$ cat config.mk
export PLATFORM = sky130hd
export DESIGN_NAME = rx_frame_filter
export DESIGN_NICKNAME = d
export VERILOG_FILES = /design/src/rtl/rxf_pkg.sv /design/src/rtl/rxf_sfd_hunt.sv /design/src/rtl/rxf_crc32.sv /design/src/rtl/rxf_hold_line.sv /design/src/rtl/rx_frame_filter.sv
export SDC_FILE = /design/constraint.sdc
export NUM_CORES = 1
export LEC_CHECK = 0
export ABC_AREA = 1
export BUFFER_PORTS_ARGS = -buffer_cell sky130_fd_sc_hd__buf_2
export CORE_MARGIN = 5
export CORE_UTILIZATION = 49
export CTS_BUF_LIST = sky130_fd_sc_hd__clkbuf_4 sky130_fd_sc_hd__clkbuf_8 sky130_fd_sc_hd__clkbuf_16
export CTS_CLUSTER_SIZE = 25
export DETAILED_ROUTE_END_ITERATION = 10
export PLACE_DENSITY = 0.62
export SLEW_MARGIN = 20
export SYNTH_ARGS = -nofsm -noshare
export SYNTH_HDL_FRONTEND = slang
export SYNTH_HIERARCHICAL = 1
export SYNTH_SLANG_ARGS = --single-unit
$ cat constraint.sdc
create_clock -name clk -period 4 [get_ports clk]
set_input_delay 0.8 -clock clk [delete_from_list [all_inputs] [get_ports clk]]
set_output_delay 0.8 -clock clk [all_outputs]
set_load 0.005 [all_outputs]
$ cat src/rtl/rxf_pkg.sv
// Shared constants, status layout and the CRC-32 byte step for the receive filter.
package rxf_pkg;

    localparam logic [7:0]  SFD_BYTE    = 8'hD5;
    localparam logic [31:0] CRC_POLY_R  = 32'hEDB88320;
    localparam logic [31:0] CRC_INIT    = 32'hFFFFFFFF;
    localparam logic [31:0] CRC_RESIDUE = 32'hDEBB20E3;

    // Status byte, bit 7 down to bit 0.
    typedef struct packed {
        logic accept;
        logic too_long;
        logic too_short;
        logic crc_bad;
        logic local_adm;
        logic bcast;
        logic mcast;
        logic ucast;
    } rx_status_t;

    // One byte of reflected CRC-32, least significant bit first.
    function automatic logic [31:0] crc32_step(input logic [31:0] c, input logic [7:0] d);
        logic [31:0] r;
        r = c;
        for (int i = 0; i < 8; i++) begin
            r = (r >> 1) ^ (((r[0] ^ d[i]) == 1'b1) ? CRC_POLY_R : 32'h0);
        end
        return r;
    endfunction

endpackage

$ cat src/rtl/rxf_sfd_hunt.sv
// Delimiter hunter: discards everything before the first SFD byte of a packet,
// then forwards the bytes that follow until the byte flagged last.
// Assumes in_last is only meaningful together with in_valid.
module rxf_sfd_hunt
    import rxf_pkg::*;
(
    input  logic       clk,
    input  logic       rst_n,
    input  logic       in_valid,
    input  logic [7:0] in_data,
    input  logic       in_last,
    output logic       frm_start,
    output logic       frm_valid,
    output logic [7:0] frm_data,
    output logic       frm_last
);

    logic in_frame_q;

    // Decode delimiter and forward frame bytes.
    always_comb begin
        frm_start = in_valid && !in_frame_q && (in_data == SFD_BYTE) && !in_last;
        frm_valid = in_valid && in_frame_q;
        frm_data  = in_data;
        frm_last  = in_last;
    end

    // Track whether the stream is inside a frame.
    always_ff @(posedge clk) begin
        if (!rst_n)                     in_frame_q <= 1'b0;
        else if (frm_start)             in_frame_q <= 1'b1;
        else if (frm_valid && in_last)  in_frame_q <= 1'b0;
    end


    sfd_entry_chk: assert property (@(posedge clk) disable iff (!rst_n)
        $rose(in_frame_q) |-> ($past(in_valid) && $past(in_data) == SFD_BYTE));

endmodule

$ cat src/rtl/rxf_crc32.sv
// CRC accumulator: restarts on frame start and folds in each frame byte.
// crc_next is the value including the current byte, used on the last one.
module rxf_crc32
    import rxf_pkg::*;
(
    input  logic        clk,
    input  logic        rst_n,
    input  logic        start,
    input  logic        valid,
    input  logic [7:0]  data,
    output logic [31:0] crc_next
);

    logic [31:0] crc_q;

    // Combinational step over the current byte.
    always_comb crc_next = crc32_step(crc_q, data);

    // Hold the running remainder.
    always_ff @(posedge clk) begin
        if (!rst_n)      crc_q <= CRC_INIT;
        else if (start)  crc_q <= CRC_INIT;
        else if (valid)  crc_q <= crc_next;
    end

endmodule

$ cat src/rtl/rxf_hold_line.sv
// Output delay line of DEPTH bytes. Holding DEPTH bytes lets the trailing
// DEPTH bytes be dropped (strip) or drained after the last byte (pass).
// Assumes no new frame byte arrives while draining.
module rxf_hold_line #(
    parameter int DEPTH = 4
) (
    input  logic       clk,
    input  logic       rst_n,
    input  logic       in_v,
    input  logic [7:0] in_data,
    input  logic       in_last,
    input  logic       strip,
    output logic       out_valid,
    output logic [7:0] out_data,
    output logic       out_sof,
    output logic       out_eof
);

    localparam int CW = $clog2(DEPTH + 1);
    localparam int AW = (DEPTH > 1) ? $clog2(DEPTH) : 1;

    logic [7:0]    hold_q [DEPTH];
    logic [CW-1:0] cnt_q;
    logic [CW-1:0] drain_q;
    logic          first_q;
    logic          full;

    always_comb full = (cnt_q == CW'(DEPTH));

    // Fill, shift, emit and drain the held bytes.
    always_ff @(posedge clk) begin
        if (!rst_n) begin
            for (int i = 0; i < DEPTH; i++) hold_q[i] <= '0;
            cnt_q     <= '0;
            drain_q   <= '0;
            first_q   <= 1'b1;
            out_valid <= 1'b0;
            out_data  <= '0;
            out_sof   <= 1'b0;
            out_eof   <= 1'b0;
        end else begin
            out_valid <= 1'b0;
            out_sof   <= 1'b0;
            out_eof   <= 1'b0;
            if (drain_q != '0) begin
                out_valid <= 1'b1;
                out_data  <= hold_q[0];
                out_eof   <= (drain_q == CW'(1));
                for (int i = 0; i < DEPTH - 1; i++) hold_q[i] <= hold_q[i+1];
                hold_q[DEPTH-1] <= '0;
                drain_q <= drain_q - CW'(1);
            end else if (in_v) begin
                if (full) begin
                    out_valid <= 1'b1;
                    out_data  <= hold_q[0];
                    out_sof   <= first_q;
                    first_q   <= 1'b0;
                    for (int i = 0; i < DEPTH - 1; i++) hold_q[i] <= hold_q[i+1];
                    hold_q[DEPTH-1] <= in_data;
                end else begin
                    hold_q[cnt_q[AW-1:0]] <= in_data;
                    cnt_q <= cnt_q + CW'(1);
                end
                if (in_last) begin
                    cnt_q   <= '0;
                    first_q <= 1'b1;
                    if (full) begin
                        if (strip) out_eof <= 1'b1;
                        else       drain_q <= CW'(DEPTH);
                    end
                end
            end
        end
    end


    no_byte_in_drain_chk: assert property (@(posedge clk) disable iff (!rst_n)
        (drain_q != '0) |-> !in_v);


    strip_eof_timing_chk: assert property (@(posedge clk) disable iff (!rst_n)
        (out_eof && strip && $past(strip)) |-> $past(in_v && in_last));


    eof_has_byte_chk: assert property (@(posedge clk) disable iff (!rst_n)
        out_eof |-> out_valid);

endmodule

$ cat src/rtl/rx_frame_filter.sv
// Receive frame filter: strips preamble and delimiter, classifies the
// destination address, checks CRC and length, and emits bytes with a
// status byte on the end strobe. Controls must be steady during a frame.
module rx_frame_filter
    import rxf_pkg::*;
#(
    parameter int MIN_PAYLOAD = 46,
    parameter int MAX_PAYLOAD = 1500,
    parameter int HDR_BYTES   = 14,
    parameter int FCS_BYTES   = 4,
    parameter int ADDR_BYTES  = 6
) (
    input  logic       clk,
    input  logic       rst_n,
    input  logic       in_valid,
    input  logic [7:0] in_data,
    input  logic       in_last,
    input  logic       cfg_short_ok,
    input  logic       cfg_long_ok,
    input  logic       cfg_badcrc_ok,
    input  logic       cfg_strip_crc,
    output logic       out_valid,
    output logic [7:0] out_data,
    output logic       out_sof,
    output logic       out_eof,
    output logic [7:0] out_status
);

    localparam int MIN_FRAME = HDR_BYTES + MIN_PAYLOAD + FCS_BYTES;
    localparam int MAX_FRAME = HDR_BYTES + MAX_PAYLOAD + FCS_BYTES;
    localparam int LEN_W     = $clog2(MAX_FRAME + 2);

    logic             frm_start, frm_valid, frm_last;
    logic [7:0]       frm_data;
    logic [31:0]      crc_next;
    logic [LEN_W-1:0] cnt_q, len_n;
    logic             grp_q, loc_q, bc_q;
    logic             grp_n, loc_n, bc_n;
    rx_status_t       st_n, stat_q, st_out;

    rxf_sfd_hunt u_hunt (
        .clk(clk), .rst_n(rst_n),
        .in_valid(in_valid), .in_data(in_data), .in_last(in_last),
        .frm_start(frm_start), .frm_valid(frm_valid),
        .frm_data(frm_data), .frm_last(frm_last)
    );

    rxf_crc32 u_crc (
        .clk(clk), .rst_n(rst_n),
        .start(frm_start), .valid(frm_valid), .data(frm_data),
        .crc_next(crc_next)
    );

    rxf_hold_line #(.DEPTH(FCS_BYTES)) u_hold (
        .clk(clk), .rst_n(rst_n),
        .in_v(frm_valid), .in_data(frm_data), .in_last(frm_last),
        .strip(cfg_strip_crc),
        .out_valid(out_valid), .out_data(out_data),
        .out_sof(out_sof), .out_eof(out_eof)
    );

    // Next-state address class, length and status including this byte.
    always_comb begin
        len_n = (cnt_q == {LEN_W{1'b1}}) ? cnt_q : cnt_q + LEN_W'(1);
        if (cnt_q == '0) begin
            grp_n = frm_data[0];
            loc_n = frm_data[1];
            bc_n  = (frm_data == 8'hFF);
        end else begin
            grp_n = grp_q;
            loc_n = loc_q;
            bc_n  = (cnt_q < LEN_W'(ADDR_BYTES)) ? (bc_q && frm_data == 8'hFF) : bc_q;
        end
        st_n.ucast     = !grp_n;
        st_n.mcast     = grp_n;
        st_n.bcast     = bc_n;
        st_n.local_adm = loc_n;
        st_n.crc_bad   = (crc_next != CRC_RESIDUE);
        st_n.too_short = (len_n < LEN_W'(MIN_FRAME));
        st_n.too_long  = (len_n > LEN_W'(MAX_FRAME));
        st_n.accept    = (!st_n.crc_bad   || cfg_badcrc_ok) &&
                         (!st_n.too_short || cfg_short_ok)  &&
                         (!st_n.too_long  || cfg_long_ok);
    end

    // Per-frame byte count, address class and captured status.
    always_ff @(posedge clk) begin
        if (!rst_n) begin
            cnt_q  <= '0;
            grp_q  <= 1'b0;
            loc_q  <= 1'b0;
            bc_q   <= 1'b0;
            stat_q <= '0;
        end else if (frm_start) begin
            cnt_q <= '0;
        end else if (frm_valid) begin
            cnt_q <= len_n;
            grp_q <= grp_n;
            loc_q <= loc_n;
            bc_q  <= bc_n;
            if (frm_last) stat_q <= st_n;
        end
    end

    // Status is shown only with the end strobe.
    always_comb begin
        st_out     = out_eof ? stat_q : '0;
        out_status = st_out;
    end


    cast_exclusive_chk: assert property (@(posedge clk) disable iff (!rst_n)
        out_eof |-> (st_out.ucast != st_out.mcast));


    bcast_implies_chk: assert property (@(posedge clk) disable iff (!rst_n)
        (out_eof && st_out.bcast) |-> (st_out.mcast && st_out.local_adm));


    short_drop_chk: assert property (@(posedge clk) disable iff (!rst_n)
        (out_eof && st_out.too_short && !cfg_short_ok) |-> !st_out.accept);


    long_drop_chk: assert property (@(posedge clk) disable iff (!rst_n)
        (out_eof && st_out.too_long && !cfg_long_ok) |-> !st_out.accept);


    badcrc_drop_chk: assert property (@(posedge clk) disable iff (!rst_n)
        (out_eof && st_out.crc_bad && !cfg_badcrc_ok) |-> !st_out.accept);

endmodule

Yosys cells after proc, flatten, opt, wreduce, memory -nomap -nowiden
Memories as Yosys holds them, arrays and structs flattened.
Index checks and enable logic that the tools add are counted.
{"block": "totals", "output_inout_bits": 19, "mem_bits_rw": 32, "mem_count": 1, "inputBits": 16, "regBits": 73, "wordCells": 157}
{"block": "classes", "n_bitwise": 29, "n_lt_le_gt_ge": 3, "add_sub_neg": 3, "n_reduce_logical": 33, "n_eq_ne": 8, "muxes": 59}
{"name": "u_hold.hold_q", "words": 4, "width": 8, "rd": 4, "rd_clocked_by_memory_dff": 0, "wr": 4, "line": "rxf_hold_line.sv:22", "rtl": "logic [7:0] hold_q [DEPTH];"}
{"cell": "two-way mux 32 bit", "count": 8}
{"cell": "XOR 31 x 32 -> 32 bit", "count": 8}
{"cell": "two-way mux 8 bit", "count": 13}
{"cell": "inequality test 32 bit, second input constant", "count": 1}
{"cell": "two-way mux 1 bit", "count": 29}
{"cell": "two-way mux 3 bit", "count": 7}
{"cell": "equality test 8 bit, second input constant", "count": 2}
{"cell": "adder 11 x 1 -> 11 bit, second input constant", "count": 1}
{"cell": "equality test 11 bit, second input constant", "count": 1}
{"cell": "greater-than comparator 11 bit, second input constant", "count": 1}
{"cell": "zero test 11 bit", "count": 1}
{"cell": "< comparator 11 x 3 -> 1 bit, second input constant", "count": 1}
{"cell": "< comparator 11 x 7 -> 1 bit, second input constant", "count": 1}
{"cell": "two-way mux 11 bit", "count": 1}
{"cell": "nonzero test 2 bit", "count": 5}
{"cell": "AND reduction 3 bit", "count": 3}
{"cell": "logical AND 1 bit", "count": 8}
{"cell": "OR 1 bit", "count": 8}
{"cell": "OR reduction 8 bit", "count": 1}
{"cell": "XOR 1 bit", "count": 8}
{"cell": "zero test 1 bit", "count": 6}
{"cell": "NOT 1 bit", "count": 5}
{"cell": "AND reduction 2 bit", "count": 2}
{"cell": "AND reduction 4 bit", "count": 1}
{"cell": "other kinds (11)", "count": 13}

Logic depth before layout (Yosys ltp)
{"block": "depth", "depth_word": 29, "depth_mapped": 23, "ltp_nobuf": 22}

Hierarchy
The synthesis kept the hierarchy.
{"module": "rxf_crc32", "area_per_inst_um2": 2384.8, "cells_each": 359, "seq_area_each_um2": 640.6, "n_inst": 1}
{"module": "rxf_hold_line", "area_per_inst_um2": 2147.1, "cells_each": 207, "seq_area_each_um2": 1321.3, "n_inst": 1}
{"module": "rx_frame_filter", "area_per_inst_um2": 1431.4, "cells_each": 225, "seq_area_each_um2": 440.4, "n_inst": 1}
{"module": "rxf_sfd_hunt", "area_per_inst_um2": 181.4, "cells_each": 30, "seq_area_each_um2": 20.0, "n_inst": 1}

Worst setup path before layout
OpenSTA, ideal clock, no wires.
{"block": "synth_path", "path_kind": "input-to-reg", "from": "in in_data[2]", "to": "reg stat_q[7] in the netlist's numbering", "n_path_buf": 1, "t_arrival_ns": 2.635, "cell_stages": 20, "t_required_ns": 3.934, "setup_time_ns": 0.066, "slack_ns": 1.299, "path_cell_list": "buf_4 inv_1 nand2_1 nand2_1 nand2_1 nand2_4 inv_2 or2_1 nand2_1 nand2_1 and2_1 nor3b_1 nand4_1 nor3_1 nand2_1 nand2_1 nand2_1 nor2_1 nand2_1 a21oi_2"}
{"block": "synth_via", "elab_chain_cells": 13, "elab_cells_between_ends": 18, "cone_classes": "2 x eq/ne; 1 x mux; 8 x bitwise; 7 x reduce/logical"}
{"item": "start, declared", "line": "rx_frame_filter.sv:16", "rtl": "input logic [7:0] in_data,"}
{"item": "XOR 1 bit", "line": "rxf_pkg.sv:26", "rtl": "r = (r >> 1) ^ (((r[0] ^ d[i]) == 1'b1) ? CRC_POLY_R : 32'h0);"}
{"item": "two-way mux 32 bit", "line": "rxf_pkg.sv:26"}
{"item": "XOR 31 x 32 -> 32 bit (6 in series)", "line": "rxf_pkg.sv:26"}
{"item": "named net crc_next[22]", "line": "rx_frame_filter.sv:35", "rtl": "logic [31:0] crc_next;"}
{"item": "inequality test 32 bit", "line": "rx_frame_filter.sv:78", "rtl": "st_n.crc_bad = (crc_next != CRC_RESIDUE);"}
{"item": "zero test 1 bit", "line": "rx_frame_filter.sv:81", "rtl": "st_n.accept = (!st_n.crc_bad || cfg_badcrc_ok) &&"}
{"item": "logical OR 1 bit", "line": "rx_frame_filter.sv:81"}
{"item": "logical AND 1 bit", "line": "rx_frame_filter.sv:81"}
{"item": "logical AND 1 bit", "line": "rx_frame_filter.sv:82", "rtl": "(!st_n.too_short || cfg_short_ok) &&"}
{"item": "end signal, assigned", "line": "rx_frame_filter.sv:101", "rtl": "if (frm_last) stat_q <= st_n;"}
{"item": "end, declared", "line": "rx_frame_filter.sv:39", "rtl": "rx_status_t st_n, stat_q, st_out;"}
The timed path passes the listed nets, and every way through them passes these cells.
A chain may end at the register's enable or synchronous reset.

Final worst setup path
{"block": "layout_path", "from": "in in_data[3]", "to": "reg stat_q[7] in the netlist's numbering"}
{"block": "layout_via", "elab_chain_cells": 12, "elab_cells_between_ends": 17, "cone_classes": "2 x eq/ne; 1 x mux; 7 x bitwise; 7 x reduce/logical"}
{"item": "XOR 1 bit", "line": "rxf_pkg.sv:26"}
{"item": "two-way mux 32 bit", "line": "rxf_pkg.sv:26"}
{"item": "XOR 31 x 32 -> 32 bit (5 in series)", "line": "rxf_pkg.sv:26"}
{"item": "named net crc_next[22]", "line": "rx_frame_filter.sv:35"}
{"item": "inequality test 32 bit", "line": "rx_frame_filter.sv:78"}
{"item": "zero test 1 bit", "line": "rx_frame_filter.sv:81"}
{"item": "logical OR 1 bit", "line": "rx_frame_filter.sv:81"}
{"item": "logical AND 1 bit", "line": "rx_frame_filter.sv:81"}
{"item": "logical AND 1 bit", "line": "rx_frame_filter.sv:82"}
The timed path passes the listed nets, and every way through them passes these cells.

==> results <==
- The run finished with clean final reports.
- The floorplan core area is 0.0125 mm2.
- The critical path runs through a total of 20 cells.
- The critical path goes through buf_2 > inv_1 > nand2_1 > nand2_2 > nand2_1 > nand2_4 > inv_2 > or2_1 > nand2_1 > nand2_1 > and2_1 > nor3b_1 > nand4_1 > nor3_1 > nand2_1 > nand2_1 > nand2_1 > nor2_1 > nand2_1 > a21oi_2.
- At the later pin of the worst-skew pair, clock insertion delay measures 360 ps.
- The min-delay analysis places its worst path in the category flop to flop.
- STA puts the critical path data arrival time at 3130 ps.
- For the pin with the worst max-slew slack, the measured transition is 896 ps.
- The routed layout has 5137 vias.
- The number of different library cells used by synthesis comes to 49.
- After routing, the total negative slack on setup checks comes to 0 ps.
- The cell area after placement is 0.00637 mm2.
- The floorplan step defined a die boundary enclosing 0.0149 mm2.
- Post-CTS repair changed the size of 0 cells.
- The via count of the first global-routing pass was 5036.
- The number of buffer cells added on primary ports is 34.
- The share of synthesized registers carrying an async set or reset is 0%.
- The flip-flop and latch area is 0.00242 mm2.
- The largest single stage delay on the critical path is 250 ps.
- The finished cells cover 0.00665 mm2.
- The horizontal die dimension is 122 um.
- In the final layout, the multi-input gates occupy 0.00314 mm2.
- Headroom to the max-slew limit came out at 40.2%.
- The worst path uses 70.8% of the clock period.
- The number of DRC violations after detailed-routing iteration 0 is 277.
- Counting I/O delays and the setup requirement, the final critical path takes 2830 ps.
- The worst setup path is captured at a flop.
- Counting the buffers created by CTS gives 9.
- The average wire per cell in the routed design is 13.8 um.
- The most numerous cell type found on the critical path is sky130_fd_sc_hd__nand2_1.
- The cell area after synthesis is 0.00614 mm2.
- The worst reg-to-reg path cell count is 18.
- The timing startpoint of the critical path is in_data[3].
- The max-capacitance violation count is 0.
- During synthesis, Yosys emitted a total of 6 warnings.
- The buffers inserted during post-CTS setup optimization is 0.
- The number of cells in the design after placement is 1002.
- The reg-to-reg setup timing slack is 1450 ps.
- The capturing element of the worst setup path is stat_q[7].
- The final weighted congestion in routability-driven placement is 0.877.
- 35 I/O pins were placed.
- The count of nets left with antenna violations after detail routing is 0.
- Excluding fillers, the count of instances in the completed layout stands at 1018.
- Global routing used 19.8% of the available tracks.
- In the routed design, unresolved DRC markers number 0.
- For this run, the detailed router's first-pass iteration total came to 5.
- The number of levels in the clock H-tree is 3.
- Setup violations remaining at the end of the flow were counted as 0.
- Detailed placement ended at an HPWL of 10300 um.
- The total overflow left after global routing is 0.
- The total inserted antenna cells is 0.
- Before CTS, the worst setup slack after placement is 810 ps.
- Summing internal, switching and leakage power gives 2.20 mW.
- The final setup skew is 7.98 ps.
- The mean cell area of the mapped netlist is 7.48 um2.
- The number of antenna violations at the first check in global routing is 0.
- For this run, the leading register cell type out of synthesis is sky130_fd_sc_hd__dfxtp_1.
- The final worst slack is 1170 ps.
- The maximum fanout count along the critical path is 7.
- Entering global routing, the biggest net connects 46 pins.
- For this design the ratio of total power to cell area is 331 mW/mm2.
- The kind of cell with the highest combined delay along the critical path is simple AND/OR/NAND/NOR gates.
- The endpoint of the worst register-to-register path is stat_q[7].
- TritonCTS built the clock tree.
- The sequential cell area fraction in the yosys report is 39.4%.
- The first global-routing pass estimated 23500 um of wire.
- The final hold violation count is 0.
- The type of element launching the critical path is an input pin.
- The startpoint of the worst register-to-register path is u_crc/crc_q[3].
- The area growth from synthesis to layout is 8.27%.
- After clock tree synthesis, the clock-pin slew on the worst setup and hold paths is 70 ps.
- The number of buffers and inverters on the critical path is 3.
- For this block, the routed nets add up to 14000 um of wire.
- From bottom edge to top edge, the die measures 122 um.
- The worst endpoint required time is 4290 ps.
- The number of sinks handled by clock tree synthesis is 105.
- The number of buffers inserted by hold repair at cts is 0.
- VDD sags by at most 0.161 mV.
- Setup repair after global routing left no endpoint under its margin.
- The analysis attributes to cell leakage a power of 3.07 nW.
- In the synthesized netlist, the number of instances is 821.
- Counting flops with a built-in enable in the synthesized netlist gives 32.
- In the final layout, the share of cells above drive strength 1 is 16.0%.
- The effective utilization at floorplan is 49.3%.
- The slowest stage of the critical path belongs to the cell sky130_fd_sc_hd__nor3_1.
- The number of core rows is 41.
- CTS placed an instance of sky130_fd_sc_hd__clkbuf_16 at the clock tree root.
- The final count of pins violating max slew is 0.
- At the end of the flow, the number of nets in the layout was 861.
- The clock passes through at most 2 buffers.
- The category of the most critical setup path is input pin to flop.
- Synthesis produced a netlist with a net count of 841.
- Derived from the worst setup path, the maximum achievable clock frequency is 0.353 GHz.
- The ratio of routed vias to standard cells is 5.05.
- The synthesized design contains 105 register bits.
- After filler insertion, the fill cell instance count of the layout stands at 1246.
worst min-delay path, cell delays in order (launching register included):
cell	delay (ps)
sky130_fd_sc_hd__dfxtp_1	330
sky130_fd_sc_hd__nand2_1	50
sky130_fd_sc_hd__nand2_1	40
metal layers:
metal  up-vias  global-route usage [%]  wire length (um)
met4         0                    8.47               314
met1      2366                    24.3              6270
met2       100                    35.0              6900
met3        20                    2.55               555
met5         -                       0                 0
li1       2651                       -                 -
power breakdown:
part	internal, mW	switching (mW)	leakage [nW]	total (mW)
Clock	0.428	0.424	0.126	0.852
Combinational	0.0751	0.166	2.02	0.241
Sequential	1.10	0.00334	0.919	1.11
Total	1.61	0.594	3.07	2.20
cell usage in the layout, fill, tap and decap left out, drive strengths merged, types with 2 or more instances in the layout:
master    instances
a21oi            43
and2              7
nand3            46
or2               4
o21ai            50
nor2             54
xor2             30
ha                4
and3              3
a211oi            2
a31oi             2
buf              37
clkbuf            9
clkinvlp          4
xnor2             9
o211ai           13
nand4            11
nor4              2
edfxtp           32
nor3              5
inv             109
nand2           291
dfxtp            73
state kept, by name, indices dropped and copies added (netlist names), 3 cells and up:
name,cells
stat_q,8
u_crc/crc_q,32
u_hold/out_data,8
u_hold/drain_q,3
cnt_q,11
u_hold/hold_q,32
u_hold/cnt_q,3
how the worst min path moves through the flow:
stage,slack [ps],cells after the start,to,from
floorplan,420,2,u_hold/out_data[0],u_hold/hold_q[0][0]
global placement,420,2,u_hold/out_data[1],u_hold/hold_q[0][1]
detailed placement,430,2,u_hold/out_data[0],u_hold/out_data[0]
CTS,450,2,u_hold/out_data[0],u_hold/out_data[0]
global route,470,2,u_hold/out_data[5],u_hold/hold_q[0][5]
finish,440,2,u_hold/out_data[0],u_hold/out_data[0]
synth_stat cells, types with 4 or more instances:
master | count | area (um2)
sky130_fd_sc_hd__a21oi_1 | 41 | 205
sky130_fd_sc_hd__and2_1 | 7 | 43.8
sky130_fd_sc_hd__buf_2 | 6 | 30.0
sky130_fd_sc_hd__buf_4 | 11 | 82.6
sky130_fd_sc_hd__clkbuf_1 | 7 | 26.3
sky130_fd_sc_hd__dfxtp_1 | 73 | 1460
sky130_fd_sc_hd__edfxtp_1 | 32 | 961
sky130_fd_sc_hd__ha_1 | 4 | 50.1
sky130_fd_sc_hd__inv_1 | 92 | 345
sky130_fd_sc_hd__inv_2 | 13 | 48.8
sky130_fd_sc_hd__nand2_1 | 252 | 946
sky130_fd_sc_hd__nand2_2 | 23 | 144
sky130_fd_sc_hd__nand2_4 | 15 | 169
sky130_fd_sc_hd__nand3_1 | 39 | 195
sky130_fd_sc_hd__nand3_4 | 4 | 70.1
sky130_fd_sc_hd__nand4_1 | 11 | 68.8
sky130_fd_sc_hd__nor2_1 | 44 | 165
sky130_fd_sc_hd__nor2_4 | 4 | 45.0
sky130_fd_sc_hd__nor3_1 | 5 | 25.0
sky130_fd_sc_hd__o211ai_1 | 13 | 97.6
sky130_fd_sc_hd__o21ai_0 | 25 | 125
sky130_fd_sc_hd__o21ai_1 | 21 | 105
sky130_fd_sc_hd__o21ai_2 | 4 | 35.0
sky130_fd_sc_hd__xnor2_1 | 7 | 61.3
sky130_fd_sc_hd__xor2_1 | 29 | 254
cell type report:
type | instances | area share, %
multi-input cells | 581 | 47.1
flip-flops and latches | 105 | 36.4
inverters | 107 | 6.11
clock buffers | 9 | 3.39
well taps | 172 | 3.23
repair buffers | 37 | 2.90
clock inverters | 7 | 0.828
cell families after synthesis:
| family | after synthesis | share of synthesized area, % |
|---|---|---|
| flip-flops | 105 | 39.4 |
| multiplexers | 1 | 0.163 |
| adder cells (fa/ha/maj) | 4 | 0.815 |
| buffers and inverters | 135 | 9.55 |
| AND/OR/NAND/NOR | 425 | 33.7 |
| XOR/XNOR | 39 | 6.11 |
| AO/OA/AOI/OAI | 112 | 10.2 |
through the flow:
| step | hold slack (ps) | utilization, % |
|---|---|---|
| floorplan | 419 | - |
| global placement | 422 | 51.1 |
| detailed placement | 430 | 51.1 |
| CTS | 447 | 53.4 |
| global route | 468 | 53.4 |
| finish | 442 | 53.4 |
No activity file was read; power rests on OpenSTA's default activity.
